<file path="config.mk">
export PLATFORM = sky130hd
export DESIGN_NAME = spi_regslave
export DESIGN_NICKNAME = d
export VERILOG_FILES = /design/src/rtl/spi_regslave_pkg.sv /design/src/rtl/spi_sync_edge.sv /design/src/rtl/spi_bit_engine.sv /design/src/rtl/spi_txn_ctrl.sv /design/src/rtl/spi_regslave.sv
export SDC_FILE = /design/constraint.sdc
export NUM_CORES = 1
export LEC_CHECK = 0
export BUFFER_PORTS_ARGS = -buffer_cell sky130_fd_sc_hd__buf_2
export CAP_MARGIN = 25
export CORE_ASPECT_RATIO = 0.8
export CORE_MARGIN = 5
export CORE_UTILIZATION = 35
export DETAILED_ROUTE_END_ITERATION = 6
export SYNTH_ARGS = -nofsm -noshare
export SYNTH_HDL_FRONTEND = slang
export SYNTH_SLANG_ARGS = --single-unit
export TNS_END_PERCENT = 30
</file>
<file path="constraint.sdc">
create_clock -name clk -period 1.41 [get_ports clk]
set_input_delay 0.141 -clock clk [delete_from_list [all_inputs] [get_ports clk]]
set_output_delay 0.141 -clock clk [all_outputs]
set_load 0.02 [all_outputs]
</file>
<file path="src/rtl/spi_regslave_pkg.sv">
package spi_regslave_pkg;
  localparam int DEF_ADDR_W = 6;
  localparam int DEF_DATA_W = 8;
  localparam int DEF_SYNC_STAGES = 2;

  typedef enum logic {
    PH_CMD  = 1'b0,
    PH_DATA = 1'b1
  } phase_t;
endpackage

</file>
<file path="src/rtl/spi_sync_edge.sv">
module spi_sync_edge #(
  parameter int W = 3,
  parameter int STAGES = 2,
  parameter logic [W-1:0] INIT = '0
) (
  input  logic         clk,
  input  logic         rst,
  input  logic [W-1:0] din,
  output logic [W-1:0] dout
);
  logic [STAGES-1:0][W-1:0] stg;

  always_ff @(posedge clk) begin
    if (rst) begin
      for (int i = 0; i < STAGES; i++) stg[i] <= INIT;
    end else begin
      for (int i = STAGES - 1; i > 0; i--) stg[i] <= stg[i-1];
      stg[0] <= din;
    end
  end

  assign dout = stg[STAGES-1];
endmodule

</file>
<file path="src/rtl/spi_bit_engine.sv">
module spi_bit_engine #(
  parameter int DATA_W = 8,
  localparam int CNT_W = $clog2(DATA_W)
) (
  input  logic              clk,
  input  logic              rst,
  input  logic              active,
  input  logic              rise,
  input  logic              din,
  output logic              byte_done,
  output logic [DATA_W-1:0] byte_val,
  output logic [CNT_W-1:0]  bit_idx
);
  logic [DATA_W-1:0] shreg;
  logic [CNT_W-1:0]  cnt;

  always_ff @(posedge clk) begin
    if (rst) begin
      shreg     <= '0;
      cnt       <= '0;
      byte_done <= 1'b0;
    end else if (!active) begin
      cnt       <= '0;
      byte_done <= 1'b0;
    end else begin
      byte_done <= 1'b0;
      if (rise) begin
        shreg <= {shreg[DATA_W-2:0], din};
        if (cnt == CNT_W'(DATA_W - 1)) begin
          cnt       <= '0;
          byte_done <= 1'b1;
        end else begin
          cnt <= cnt + 1'b1;
        end
      end
    end
  end

  assign byte_val = shreg;
  assign bit_idx  = cnt;
endmodule

</file>
<file path="src/rtl/spi_txn_ctrl.sv">
module spi_txn_ctrl
  import spi_regslave_pkg::*;
#(
  parameter int ADDR_W = 6,
  parameter int DATA_W = 8,
  localparam int CNT_W = $clog2(DATA_W)
) (
  input  logic              clk,
  input  logic              rst,
  input  logic              active,
  input  logic              fall,
  input  logic              byte_done,
  input  logic [DATA_W-1:0] byte_val,
  input  logic [CNT_W-1:0]  bit_idx,
  input  logic [DATA_W-1:0] reg_rdata,
  output logic              rd_stb,
  output logic              wr_stb,
  output logic [ADDR_W-1:0] reg_addr,
  output logic [DATA_W-1:0] reg_wdata,
  output logic              tx_bit,
  output logic              drive
);
  phase_t            phase;
  logic              rw_q;
  logic              inc_q;
  logic              load_pend;
  logic [ADDR_W-1:0] cur_addr;
  logic [ADDR_W-1:0] step_addr;
  logic [DATA_W-1:0] tx_byte;
  logic [CNT_W-1:0]  out_sel;

  assign step_addr = cur_addr + ADDR_W'(inc_q);
  assign out_sel   = CNT_W'(DATA_W - 1) - bit_idx;

  always_ff @(posedge clk) begin
    if (rst) begin
      phase     <= PH_CMD;
      rw_q      <= 1'b0;
      inc_q     <= 1'b0;
      load_pend <= 1'b0;
      cur_addr  <= '0;
      tx_byte   <= '0;
      tx_bit    <= 1'b0;
      drive     <= 1'b0;
      rd_stb    <= 1'b0;
      wr_stb    <= 1'b0;
      reg_addr  <= '0;
      reg_wdata <= '0;
    end else begin
      rd_stb    <= 1'b0;
      wr_stb    <= 1'b0;
      load_pend <= rd_stb;
      if (load_pend) tx_byte <= reg_rdata;
      if (!active) begin
        phase <= PH_CMD;
        drive <= 1'b0;
      end else begin
        if (fall) begin
          tx_bit <= tx_byte[out_sel];
          if (phase == PH_DATA && rw_q) drive <= 1'b1;
        end
        if (byte_done) begin
          if (phase == PH_CMD) begin
            phase    <= PH_DATA;
            rw_q     <= byte_val[DATA_W-1];
            inc_q    <= byte_val[DATA_W-2];
            cur_addr <= byte_val[ADDR_W-1:0];
            if (byte_val[DATA_W-1]) begin
              rd_stb   <= 1'b1;
              reg_addr <= byte_val[ADDR_W-1:0];
            end
          end else if (rw_q) begin
            cur_addr <= step_addr;
            rd_stb   <= 1'b1;
            reg_addr <= step_addr;
          end else begin
            cur_addr  <= step_addr;
            wr_stb    <= 1'b1;
            reg_addr  <= cur_addr;
            reg_wdata <= byte_val;
          end
        end
      end
    end
  end
endmodule

</file>
<file path="src/rtl/spi_regslave.sv">
module spi_regslave
  import spi_regslave_pkg::*;
#(
  parameter int ADDR_W = DEF_ADDR_W,
  parameter int DATA_W = DEF_DATA_W,
  parameter int SYNC_STAGES = DEF_SYNC_STAGES,
  localparam int CNT_W = $clog2(DATA_W)
) (
  input  logic              clk,
  input  logic              rst,
  input  logic              spi_csn,
  input  logic              spi_sck,
  input  logic              spi_sdio_i,
  output logic              spi_sdio_o,
  output logic              spi_sdio_oe,
  output logic              spi_sdo_o,
  output logic              spi_sdo_oe,
  input  logic              three_wire,
  output logic              reg_rd_stb,
  output logic              reg_wr_stb,
  output logic [ADDR_W-1:0] reg_addr,
  output logic [DATA_W-1:0] reg_wdata,
  input  logic [DATA_W-1:0] reg_rdata
);
  logic [2:0]        pins_s;
  logic              csn_s, sck_s, sdi_s, sck_prev;
  logic              active, rise, fall;
  logic              byte_done;
  logic [DATA_W-1:0] byte_val;
  logic [CNT_W-1:0]  bit_idx;
  logic              tx_bit, drive;
  logic              sdo_oe_q, sdio_oe_q;

  spi_sync_edge #(.W(3), .STAGES(SYNC_STAGES), .INIT(3'b110)) u_sync (
    .clk (clk),
    .rst (rst),
    .din ({spi_csn, spi_sck, spi_sdio_i}),
    .dout(pins_s)
  );

  assign {csn_s, sck_s, sdi_s} = pins_s;

  always_ff @(posedge clk) begin
    if (rst) sck_prev <= 1'b1;
    else     sck_prev <= sck_s;
  end

  assign active = !csn_s;
  assign rise   = active && sck_s && !sck_prev;
  assign fall   = active && !sck_s && sck_prev;

  spi_bit_engine #(.DATA_W(DATA_W)) u_bits (
    .clk      (clk),
    .rst      (rst),
    .active   (active),
    .rise     (rise),
    .din      (sdi_s),
    .byte_done(byte_done),
    .byte_val (byte_val),
    .bit_idx  (bit_idx)
  );

  spi_txn_ctrl #(.ADDR_W(ADDR_W), .DATA_W(DATA_W)) u_ctrl (
    .clk      (clk),
    .rst      (rst),
    .active   (active),
    .fall     (fall),
    .byte_done(byte_done),
    .byte_val (byte_val),
    .bit_idx  (bit_idx),
    .reg_rdata(reg_rdata),
    .rd_stb   (reg_rd_stb),
    .wr_stb   (reg_wr_stb),
    .reg_addr (reg_addr),
    .reg_wdata(reg_wdata),
    .tx_bit   (tx_bit),
    .drive    (drive)
  );

  always_ff @(posedge clk) begin
    if (rst) begin
      sdo_oe_q  <= 1'b0;
      sdio_oe_q <= 1'b0;
    end else begin
      sdo_oe_q  <= drive && active && !three_wire;
      sdio_oe_q <= drive && active && three_wire;
    end
  end

  assign spi_sdo_o   = tx_bit;
  assign spi_sdio_o  = tx_bit;
  assign spi_sdo_oe  = sdo_oe_q;
  assign spi_sdio_oe = sdio_oe_q;
endmodule

</file>
==> results of run 1 <==
-- per-stage QoR --
stage / util [%] / hold WS, ns
2_1_floorplan: - / 0.2126
3_3_place_gp: 42.10 / 0.3121
3_5_place_dp: 42.10 / 0.3200
4_1_cts: 46.04 / 0.01739
5_1_grt: 46.58 / 0.008313
6_report: 46.58 / 0.03223
-- synth_stat cells (5+ instances only) --
cell       n  area (um^2)
nand2_1   35        131.4
nor2b_1    6        37.54
a21oi_1   26        130.1
nor2_1    24        90.09
clkbuf_1   9        33.78
inv_1      6        22.52
mux2i_1   18        180.2
o21ai_0    7        35.03
o21ai_1    6        30.03
or2_2      5        31.28
buf_2      5        25.02
dfxtp_1   57         1141
-- placed cells by master, fill, tap and decap left out, types with 3 or more instances in the layout --
| cell | netlist | routed |
|---|---|---|
| nand2_1 | 35 | 35 |
| nor3_1 | 4 | 4 |
| buf_4 | 2 | 20 |
| dlygate4sd3_1 | 0 | 4 |
| nand2b_1 | 3 | 3 |
| dfxtp_2 | 0 | 4 |
| nor2b_1 | 6 | 6 |
| clkbuf_8 | 0 | 11 |
| clkinvlp_4 | 0 | 3 |
| dfxtp_1 | 57 | 53 |
| o21ai_1 | 6 | 5 |
| inv_1 | 6 | 6 |
| a22oi_1 | 4 | 4 |
| and3_1 | 3 | 3 |
| nand3_1 | 3 | 3 |
| nor2_1 | 24 | 24 |
| or2_2 | 5 | 5 |
| a21oi_1 | 26 | 25 |
| o21ai_0 | 7 | 7 |
| mux2i_1 | 18 | 18 |
| buf_2 | 5 | 33 |
-- worst max-delay path by stage --
stage,depth (start not counted),end
floorplan,6,u_ctrl.reg_addr[2]$_SDFFE_PP0P_
global placement,5,u_ctrl.tx_bit$_SDFFE_PP0P_
detailed placement,6,u_ctrl.reg_addr[2]$_SDFFE_PP0P_
CTS,4,u_ctrl.reg_addr[5]$_SDFFE_PP0P_
global route,6,u_ctrl.reg_addr[2]$_SDFFE_PP0P_
finish,4,u_ctrl.reg_addr[5]$_SDFFE_PP0P_
-- where the power goes --
part | leakage (nW) | internal [mW] | switching (mW)
Clock | 0.0878 | 0.737 | 0.687
Combinational | 0.558 | 0.0358 | 0.0383
Sequential | 0.462 | 1.62 | 0.00538
Total | 1.11 | 2.39 | 0.731
-- state kept, by name (all words and copies together) (netlist names), 3 cells and up --
register          flops
u_ctrl.tx_byte        8
u_bits.bit_idx        3
u_ctrl.reg_wdata      8
u_ctrl.reg_addr       6
u_bits.byte_val       8
u_sync.stg            3
u_sync.dout           3
u_ctrl.cur_addr       6
-- logic make-up (layout without fill, tap and decap cells) --
| kind of cell | Yosys count | in the layout | share of synthesized area (%) |
|---|---|---|---|
| compound gates | 59 | 59 | 15.11 |
| xor+xnor | 2 | 2 | 0.7424 |
| fa+ha+maj | 4 | 4 | 2.121 |
| buf+inv | 24 | 82 | 4.400 |
| flops | 57 | 57 | 48.36 |
| mux | 19 | 19 | 8.589 |
| simple gates | 99 | 99 | 20.68 |
-- worst reg2reg max path: stages (launching register included) --
cell and delay (ns):
dfxtp_2 0.36, ha_4 0.17, nand3_2 0.09, or4_1 0.51
a31oi_1 0.17
-- layer usage --
| metal | vias up | share of wire (%) | global-route usage (%) |
|---|---|---|---|
| met5 | - | 0 | 0 |
| met4 | 0 | 1.4 | 5.193 |
| met3 | 8 | 7.1 | 5.779 |
| met2 | 45 | 41 | 18.71 |
| met1 | 875 | 50 | 19.53 |
| li1 | 1019 | - | - |
-- layout make-up --
type	count	area, um^2
timing repair buffer	59	386.6
clock buffer	11	151.4
sequential	57	1146
clock inverter	5	40.04
tap	84	105.1
inverter	7	26.28
multi-input combinational	183	1160
fill	630	3458
-- what timing repair did --
item	CTS	global route
endpoints found under the setup margin	3	12
setup buffers	0	1
gates resized for setup	4	10
hold endpoints to repair	4	0
hold buffers	4	0
pin swaps	0	4
==> impl_results.md, run 1 <==
* Final TNS setup at 0 ns
* # setup viols final at 0
* Clk_lat worst skew at 0.34 ns
* Worst slack, placed at -0.03692 ns
* Vias per cell at about 4.8
* DRC viols at 0
* Least-Margin Pin Slew at roughly 0.45 ns
* Leakage power at ~1.1 nW
* Chip height at 83.44 um
* Tot Pwr at 3.122 mW
* Post-DP Area at between 0.002 and 0.003 mm^2
* Global route overflow at 0
* Pre-antenna DRT Iters at 4
* Nets at 335
* Worst Path Buf+Inv at 0
* Crit-path cells: ha_4 > nand3_2 > or4_1 > a31oi_1
* Die width at 101.8 um
* # diodes at 0
* Die Area at about 0.0085 mm^2
* Post-layout min period at ~1.4 ns
* Finished Cell Area at 0.003015 mm^2
* Total Wirelength at 5.271 mm
* FMAX at 732.6 MHz
* Worst R2R End: u_ctrl.reg_addr[5]$_SDFFE_PP0P_
* WHS Path Cells at 3
* Final ANT Viol Nets at 0
* CTS buffer count at 9
* Fin Clk Skew at 0.007231 ns
* First-iteration detailed-routing DRC count at between 40 and 50
* Wire per inst at 12.98 um
* Syn nets at 282
* R2r startpoint: u_ctrl.inc_q$_SDFFE_PP0P_
* Worst-path fanout max at 3
* Non-filler cells, final at 406
* Cells on worst reg2reg path at 4
* PD cells at 1035 mW/mm^2
* Sequential fraction of the synthesis area at 48.36%
* Clk pin slew, worst setup/hold paths at 0.07 ns
* Dpl hpwl at approximately 3.7 mm
* Outcome: finished, final reports clean
* Crit. End Element: register
* Worst path max stage delay at 0.51 ns
* VDD IR-drop max at 0.0004889 V
* Post-synth EDFFs at 0
* Tot GR Track Use at 13.91%
* Synthesized area per cell at slightly below 9 um^2
* Top FF cell, synth: dfxtp_1
* Worst Slack Setup Final at 0.04495 ns
* Post-Place Cells at 385
* Max transition margin at between 60% and 70%
* Delay-heaviest family, CP: simple AND/OR/NAND/NOR gates
* Vias at 1947
* Crit-path slowest cell: or4_1
* Fin. max-slew vios at 0
* CTS Root Buffer Type: clkbuf_8
* Seq cells post-synth at 57
* Hold Vio Cnt, Final at 0
* Starting Density at between 30% and 40%
* CP Class: reg -> reg
* Setup crit start kind: register
* Post-route clock period utilization at 96.81%
* TritonCTS clock tree: built
* Crit path DAT at 1.64 ns
* HP Class: in -> reg
* Post-Synthesis Cells at between 200 and 300
* Core area at 0.006474 mm^2
* Worst setup startpoint: u_ctrl.inc_q$_SDFFE_PP0P_
* Asr flop ratio synth at 0%
* Mapped cell area at 0.002360 mm^2
* Worst reg-to-reg setup slack at 0.04 ns
* Hold EP: u_ctrl.tx_byte[4]$_SDFFE_PP0P_
* MaxCap Viol Count at 0
* Ports at 34
* Gpl congestion at 0.8080
* H-tree levels at 3
* Req. time, crit path at 1.68 ns
* Largest net degree at the start of global routing at 28
* Hold_sp: reg_rdata[4]
* CTS Buffer Depth at 2
* Global-route wire length before repair at between 9 and 10 mm
* Initial antenna violation count at 0
* RSZ-0062 raised after global routing: true
* Ratio of cells with drive above 1 in the final layout at a little under 30%
* Number of global-route vias before repair at 1884
* Library cells used by synthesis at 46
* Total clock sinks at 57
* Area Growth Syn to Fin at 27.78%
* Yosys warns at 0
* I/O Buffers at 33
* Row Count at 26
Note: power is estimated with default switching activity, not from simulation.
==> inputs of run 2 (changes only) <==
--- a/config.mk
+++ b/config.mk
@@ -9,8 +9,9 @@
 export CAP_MARGIN = 25
 export CORE_ASPECT_RATIO = 0.8
 export CORE_MARGIN = 5
-export CORE_UTILIZATION = 35
+export CORE_UTILIZATION = 50
 export DETAILED_ROUTE_END_ITERATION = 6
+export PLACE_DENSITY = 0.74
 export SYNTH_ARGS = -nofsm -noshare
 export SYNTH_HDL_FRONTEND = slang
 export SYNTH_SLANG_ARGS = --single-unit
==> run 2 against run 1 <==
Net effect: combinational power rose by 0.9%; sequential power barely moved; total power rose by 0.94%; global-route usage rose by 4.4 points; cell count fell by 7.4%; critical path depth rose by 2; wire length fell by 1.8%; flip-flop and latch count did not move; via count rose by 1.5%; register-to-register slack got worse by 0.02 ns; die area fell by 27%; non-clock buffer count fell by 6.
==> impl_results.md, run 2 (synthesized netlist as in run 1, its figures left out) <==
* Delay-heaviest family, CP: compound AO/OA/AOI/OAI gates
* Least-Margin Pin Slew at 0.4820 ns (+0.02788 ns)
* Final ANT Viol Nets at 0 (unchanged)
* Ports at 34 (unchanged)
* Post-DP Area at 0.002665 mm^2 (-2.2%)
* TritonCTS clock tree: built
* VDD IR-drop max at 0.0007275 V (+49%)
* Total Wirelength at 5.174 mm (-1.8%)
* Final TNS setup at 0 ns (unchanged)
* Req. time, crit path at 1.65 ns (-0.03 ns)
* Most frequent cells in the layout: 53 x dfxtp_1, 35 x nand2_1, 33 x buf_2
* Fin. max-slew vios at 0 (unchanged)
* Worst R2R End: u_ctrl.reg_addr[2]$_SDFFE_PP0P_
* H-tree levels at 3 (unchanged)
* Logic pwr share at 2.4% (about the same)
* Starting Density at 51.64% (+15 points)
* Row Count at 22 (-15%)
* Dpl hpwl at 3.600 mm (-2.7%)
* Crit-path slowest cell: dfxtp_2
* Outcome: finished, final reports clean
* CTS buffer count at 9 (unchanged)
* Clk_lat worst skew at 0.34 ns (about the same)
* Core area at 0.004569 mm^2 (-29%)
* # diodes at 0 (unchanged)
* Worst-path fanout max at 6 (+3)
* CP Class: reg -> reg
* Worst setup startpoint: u_ctrl.cur_addr[0]$_SDFFE_PP0P_
* Crit path DAT at 1.62 ns (-0.02 ns)
* Int Power at 2.465 mW (+3.1%)
* Max transition margin at 67.79% (-1.9 points)
* Vias at 1976 (+1.5%)
* CTS Buffer Depth at 2 (unchanged)
* Sw Share at 21.77% (-1.6 points)
* Total clock sinks at 57 (unchanged)
* Cells on worst reg2reg path at 6 (+2)
* Worst Path Buf+Inv at 0 (unchanged)
* Worst reg-to-reg setup slack at 0.03 ns (-0.02 ns)
* Clk pin slew, worst setup/hold paths at 0.06 ns (about the same)
* MaxCap Viol Count at 0 (unchanged)
* R2r startpoint: u_ctrl.cur_addr[0]$_SDFFE_PP0P_
* DRC viols at 0 (unchanged)
* # setup viols final at 0 (unchanged)
* Number of global-route vias before repair at 1903 (+1.0%)
* Area Growth Syn to Fin at 23.86%
* Pre-antenna DRT Iters at 4 (unchanged)
* Clock Power Share at 46.1% (+0.5 points)
* First-iteration detailed-routing DRC count at 105 (+120%)
* Leakage power at 1.083 nW (-2.3%)
* Post-CTS setup buffers at 0 (unchanged)
* Post-layout min period at 1.381 ns (+0.01571 ns)
* Worst setup endpoint: u_ctrl.reg_addr[2]$_SDFFE_PP0P_
* Crit-path cells: ha_4 > ha_4 > and3_4 > o21ai_1 > o21ai_1 > a221oi_1
* Sequential share of power at 51.5% (-0.5 points)
* WHS at 0.01391 ns (-0.01832 ns)
* Die Area at 0.006202 mm^2 (-27%)
* FMAX at 724.2 MHz (-1.1%)
* PD cells at 1078 mW/mm^2 (+4.1%)
* Crit. End Element: register
* Post-layout util at 63.97% (+17 points)
* P_sw at 0.6860 mW (-6.1%)
* Initial antenna violation count at 0 (unchanged)
* Nets at 329 (-1.8%)
* Setup crit start kind: register
* Tot Pwr at 3.151 mW (+0.94%)
* Tot GR Track Use at 18.30% (+4.4 points)
* Wire per inst at 13.76 um (+6.0%)
* Cell depth of the worst setup path at 6 (+2)
* Die width at 86.81 um (-15%)
* Post-route clock period utilization at 97.93% (+1.1 points)
* Gpl congestion at 0.8835 (+9.3%)
* Vias per cell at 5.255 (+9.6%)
* Finished Cell Area at 0.002923 mm^2 (-3.1%)
* Fin Clk Skew at 0.005356 ns (-0.001874 ns)
* I/O Buffers at 33 (unchanged)
* Worst path max stage delay at 0.34 ns (-0.17 ns)
* CTS Root Buffer Type: clkbuf_8
* Ratio of cells with drive above 1 in the final layout at 26.90% (-2.3 points)
* RSZ-0062 raised after global routing: true
* Global-route wire length before repair at 8.804 mm (-4.4%)
* Hold Vio Cnt, Final at 0 (unchanged)
* Global route overflow at 0 (unchanged)
* HP Class: in -> reg
* Largest net degree at the start of global routing at 36 (+29%)
* Chip height at 71.45 um (-14%)
* # fillers at 391 (-38%)
* Most common cell after layout, fill and taps aside: dfxtp_1
## run 2: layout make-up
cell class	count	area, um^2	share of cell area (%)
clock buffers	11	131.4	4.495
clock inverters	5	56.30	1.926
inverters	7	26.28	0.8990
multi-input cells	183	1152	39.43
flip-flops and latches	57	1146	39.21
well taps	60	75.07	2.568
repair buffers	53	335.3	11.47
## run 2: timing repair
action	in CTS	in global routing
hold buffers	2	1
endpoints found under the hold margin	2	1
resized for setup	3	8
pin swaps	1	4
endpoints found under the setup margin	3	13
## run 2: metal layers
metal,up-vias,wire [um],global-route usage [%]
met2,51,2299,27.55
met1,915,2511,23.95
met4,0,35,7.612
li1,1008,-,-
met5,-,0,0
met3,2,327,6.207
## run 2: through the flow
| step | worst slack (ns) | instances |
|---|---|---|
| 5_1_grt | -0.02678 | 376 |
| 3_5_place_dp | -0.04243 | 357 |
| 3_3_place_gp | -0.004151 | 357 |
| 4_1_cts | -0.006902 | 375 |
| 6_report | 0.02924 | 376 |
| 2_1_floorplan | 0.02134 | 264 |
## run 2: worst min-delay path by stage
stage / start / end / slack (ns) / depth (start not counted)
after floorplan: three_wire / spi_sdo_oe$_SDFF_PP0_ / 0.21 / 1
after detailed placement: three_wire / spi_sdo_oe$_SDFF_PP0_ / 0.32 / 2
after global placement: three_wire / spi_sdo_oe$_SDFF_PP0_ / 0.31 / 2
after CTS: spi_csn / u_sync.stg[2]$_SDFF_PP1_ / 0.005 / 2
final: spi_sdio_i / u_sync.stg[0]$_SDFF_PP0_ / 0.01 / 2
after global routing: spi_sdio_i / u_sync.stg[0]$_SDFF_PP0_ / 0.03 / 2
## run 2: power groups by stage
stage                     Sequential [mW]  Combinational, mW  Clock (mW)
after floorplan                      1.66             0.0358           0
after global placement               1.66             0.0669           0
after detailed placement             1.66             0.0681           0
after CTS                            1.62             0.0733        1.48
after global routing                 1.62             0.0828        1.55
final                                1.62             0.0748        1.45
==> inputs of run 3 (changes only) <==
--- a/config.mk
+++ b/config.mk
@@ -7,11 +7,9 @@
 export LEC_CHECK = 0
 export BUFFER_PORTS_ARGS = -buffer_cell sky130_fd_sc_hd__buf_2
 export CAP_MARGIN = 25
-export CORE_ASPECT_RATIO = 0.8
 export CORE_MARGIN = 5
-export CORE_UTILIZATION = 50
+export CORE_UTILIZATION = 29
 export DETAILED_ROUTE_END_ITERATION = 6
-export PLACE_DENSITY = 0.74
 export SYNTH_ARGS = -nofsm -noshare
 export SYNTH_HDL_FRONTEND = slang
 export SYNTH_SLANG_ARGS = --single-unit
==> run 3 against run 2 <==
Net effect: worst hold slack improved by 0.016 ns; wire length rose by 5.1%; first-iteration DRC count fell by 48%; die area rose by 62%; largest power group unchanged; final area is 3.6% higher; critical endpoint is now u_ctrl.tx_bit$_SDFFE_PP0P_; critical path type unchanged; clock power increased by 5%; setup slack improved by 0.0094 ns; core utilization decreased by 26 points; register-to-register slack hardly changed.
==> impl_results.md, run 3 (synthesized netlist as in run 1, its figures left out) <==
* Post-layout min period at 1.371 ns (-0.009414 ns)
* Total clock sinks at 57 (unchanged)
* Hold_sp: spi_sdio_i
* Final TNS setup at 0 ns (unchanged)
* Post-route clock period utilization at 97.26% (-0.67 points)
* H-tree levels at 3 (unchanged)
* Sw Share at 20.66% (-1.1 points)
* Total Wirelength at 5.440 mm (+5.1%)
* Tot GR Track Use at 11.30% (-7.0 points)
* I/O Buffers at 33 (unchanged)
* CP Class: reg -> reg
* Worst Path Buf+Inv at 0 (unchanged)
* Setup crit start kind: register
* Ports at 34 (unchanged)
* Gpl congestion at 0.8484 (-4.0%)
* Logic pwr share at 2.3% (about the same)
* MaxCap Viol Count at 0 (unchanged)
* Dpl hpwl at 3.810 mm (+5.8%)
* # diodes at 0 (unchanged)
* Worst Slack Setup Final at 0.03866 ns (+0.009414 ns)
* FF/Latch Area at 0.001145 mm^2 (-0.11%)
* TritonCTS clock tree: built
* Worst slack, placed at -0.03383 ns (+0.008605 ns)
* Outcome: finished, final reports clean
* Vias per cell at 4.605 (-12%)
* Initial antenna violation count at 0 (unchanged)
* Hold Vio Cnt, Final at 0 (unchanged)
* Non-filler cells, final at 425 (+13%)
* R2r startpoint: u_bits.bit_idx[0]$_SDFFE_PP0P_
* Clk_lat worst skew at 0.34 ns (about the same)
* Vias at 1957 (-0.96%)
* Die width at 100.2 um (+15%)
* Chip height at 100.2 um (+40%)
* Req. time, crit path at 1.64 ns (about the same)
* Starting Density at 29.31% (-22 points)
* Delay-heaviest family, CP: multiplexers
* Crit. End Element: register
* Core area at 0.008051 mm^2 (+76%)
* # fillers at 852 (+120%)
* Int Power at 2.550 mW (+3.4%)
* Largest net degree at the start of global routing at 38 (+5.6%)
* HP Class: in -> reg
* RSZ-0062 raised after global routing: true
* Fin. max-slew vios at 0 (unchanged)
* Ratio of cells with drive above 1 in the final layout at 28.44% (+1.5 points)
* Post-Place Cells at 406 (+14%)
* P_sw at 0.6640 mW (-3.2%)
* Area Growth Syn to Fin at 28.37%
* PD cells at 1061 mW/mm^2 (-1.6%)
* Global route overflow at 0 (unchanged)
* Worst-path fanout max at 6 (unchanged)
* Clock Power Share at 47.2% (+1.1 points)
* Fin Clk Skew at 0.006275 ns (+0.0009182 ns)
* Crit-path cells: mux4_2 > nand2b_1 > a31o_1
* Pre-antenna DRT Iters at 4 (unchanged)
* Least-Margin Pin Slew at 0.4983 ns (+0.01636 ns)
* First-iteration detailed-routing DRC count at 55 (-48%)
* Worst setup startpoint: u_bits.bit_idx[0]$_SDFFE_PP0P_
* Area of the multi-input gates at 0.001159 mm^2 (+0.54%)
* CTS Buffer Depth at 2 (unchanged)
* Crit path DAT at 1.60 ns (-0.02 ns)
* VDD IR-drop max at 0.0006338 V (-13%)
* Nets at 334 (+1.5%)
* Most frequent cells in the layout: 54 x dfxtp_1, 35 x nand2_1, 33 x buf_2
* Die Area at 0.01004 mm^2 (+62%)
* CTS buffer count at 9 (unchanged)
* Sequential share of power at 50.6% (-0.9 points)
* CTS Root Buffer Type: clkbuf_8
* Final ANT Viol Nets at 0 (unchanged)
* Row Count at 33 (+50%)
* FMAX at 729.2 MHz (+0.69%)
* Clk pin slew, worst setup/hold paths at 0.06 ns (about the same)
* DRC viols at 0 (unchanged)
* Number of global-route vias before repair at 1810 (-4.9%)
* Most common cell after layout, fill and taps aside: dfxtp_1
* Post-layout util at 37.62% (-26 points)
* # setup viols final at 0 (unchanged)
* Leakage power at 1.117 nW (+3.1%)
* Worst path max stage delay at 0.51 ns (+0.17 ns)
* Global-route wire length before repair at 8.790 mm (-0.16%)
* Crit-path slowest cell: mux4_2
* Max transition margin at 66.70% (-1.1 points)
* Wire per inst at 12.80 um (-7.0%)
[run 3: routing by layer]
metal,routed length [um],track usage (%),vias up
met5,0,0,-
met4,114,6.632,0
met2,2402,15.80,34
met3,223,3.336,11
met1,2700,15.31,898
li1,-,-,1014
[run 3: worst paths after layout]
| path | endpoint | slack [ns] | depth (start not counted) |
|---|---|---|---|
| worst min register to register | u_sync.dout[2]$_SDFF_PP1_ | 0.41 | 1 |
| worst max register to register | u_ctrl.tx_bit$_SDFFE_PP0P_ | 0.04 | 3 |
| worst max-delay path | u_ctrl.tx_bit$_SDFFE_PP0P_ | 0.04 | 3 |
| worst min-delay path | u_sync.stg[0]$_SDFF_PP0_ | 0.03 | 2 |
[run 3: through the flow]
stage / cell area, um^2 / power [mW] / hold WS [ns]
2_1_floorplan: 2362 / 1.694 / 0.2126
4_1_cts: 2990 / 3.257 / 0.02347
3_5_place_dp: 2751 / 1.728 / 0.3128
6_report: 3029 / 3.214 / 0.02946
3_3_place_gp: 2751 / 1.727 / 0.3120
5_1_grt: 3029 / 3.336 / 0.04055
[run 3: repair_timing]
item,in CTS,in global routing
hold endpoints to repair,3,0
gates resized for setup,3,8
hold buffers,3,0
endpoints found under the setup margin,5,14
setup buffers,0,1
pin swaps,0,3
gates cloned,0,0
[run 3: layout make-up]
| class | count | share of cell area (%) |
|---|---|---|
| clock buffer | 12 | 5.122 |
| clock inverter | 3 | 1.322 |
| inverter | 7 | 0.8674 |
| multi-input combinational | 183 | 38.25 |
| sequential | 57 | 37.79 |
| tap | 105 | 4.337 |
| timing repair buffer | 58 | 12.31 |
[run 3: power by group through the flow]
stage / clock [mW] / combinational, mW / sequential, mW
2_1_floorplan: 0 / 0.0358 / 1.66
3_3_place_gp: 0 / 0.0667 / 1.66
3_5_place_dp: 0 / 0.0673 / 1.66
4_1_cts: 1.56 / 0.0742 / 1.62
5_1_grt: 1.63 / 0.0816 / 1.62
6_report: 1.52 / 0.0730 / 1.63
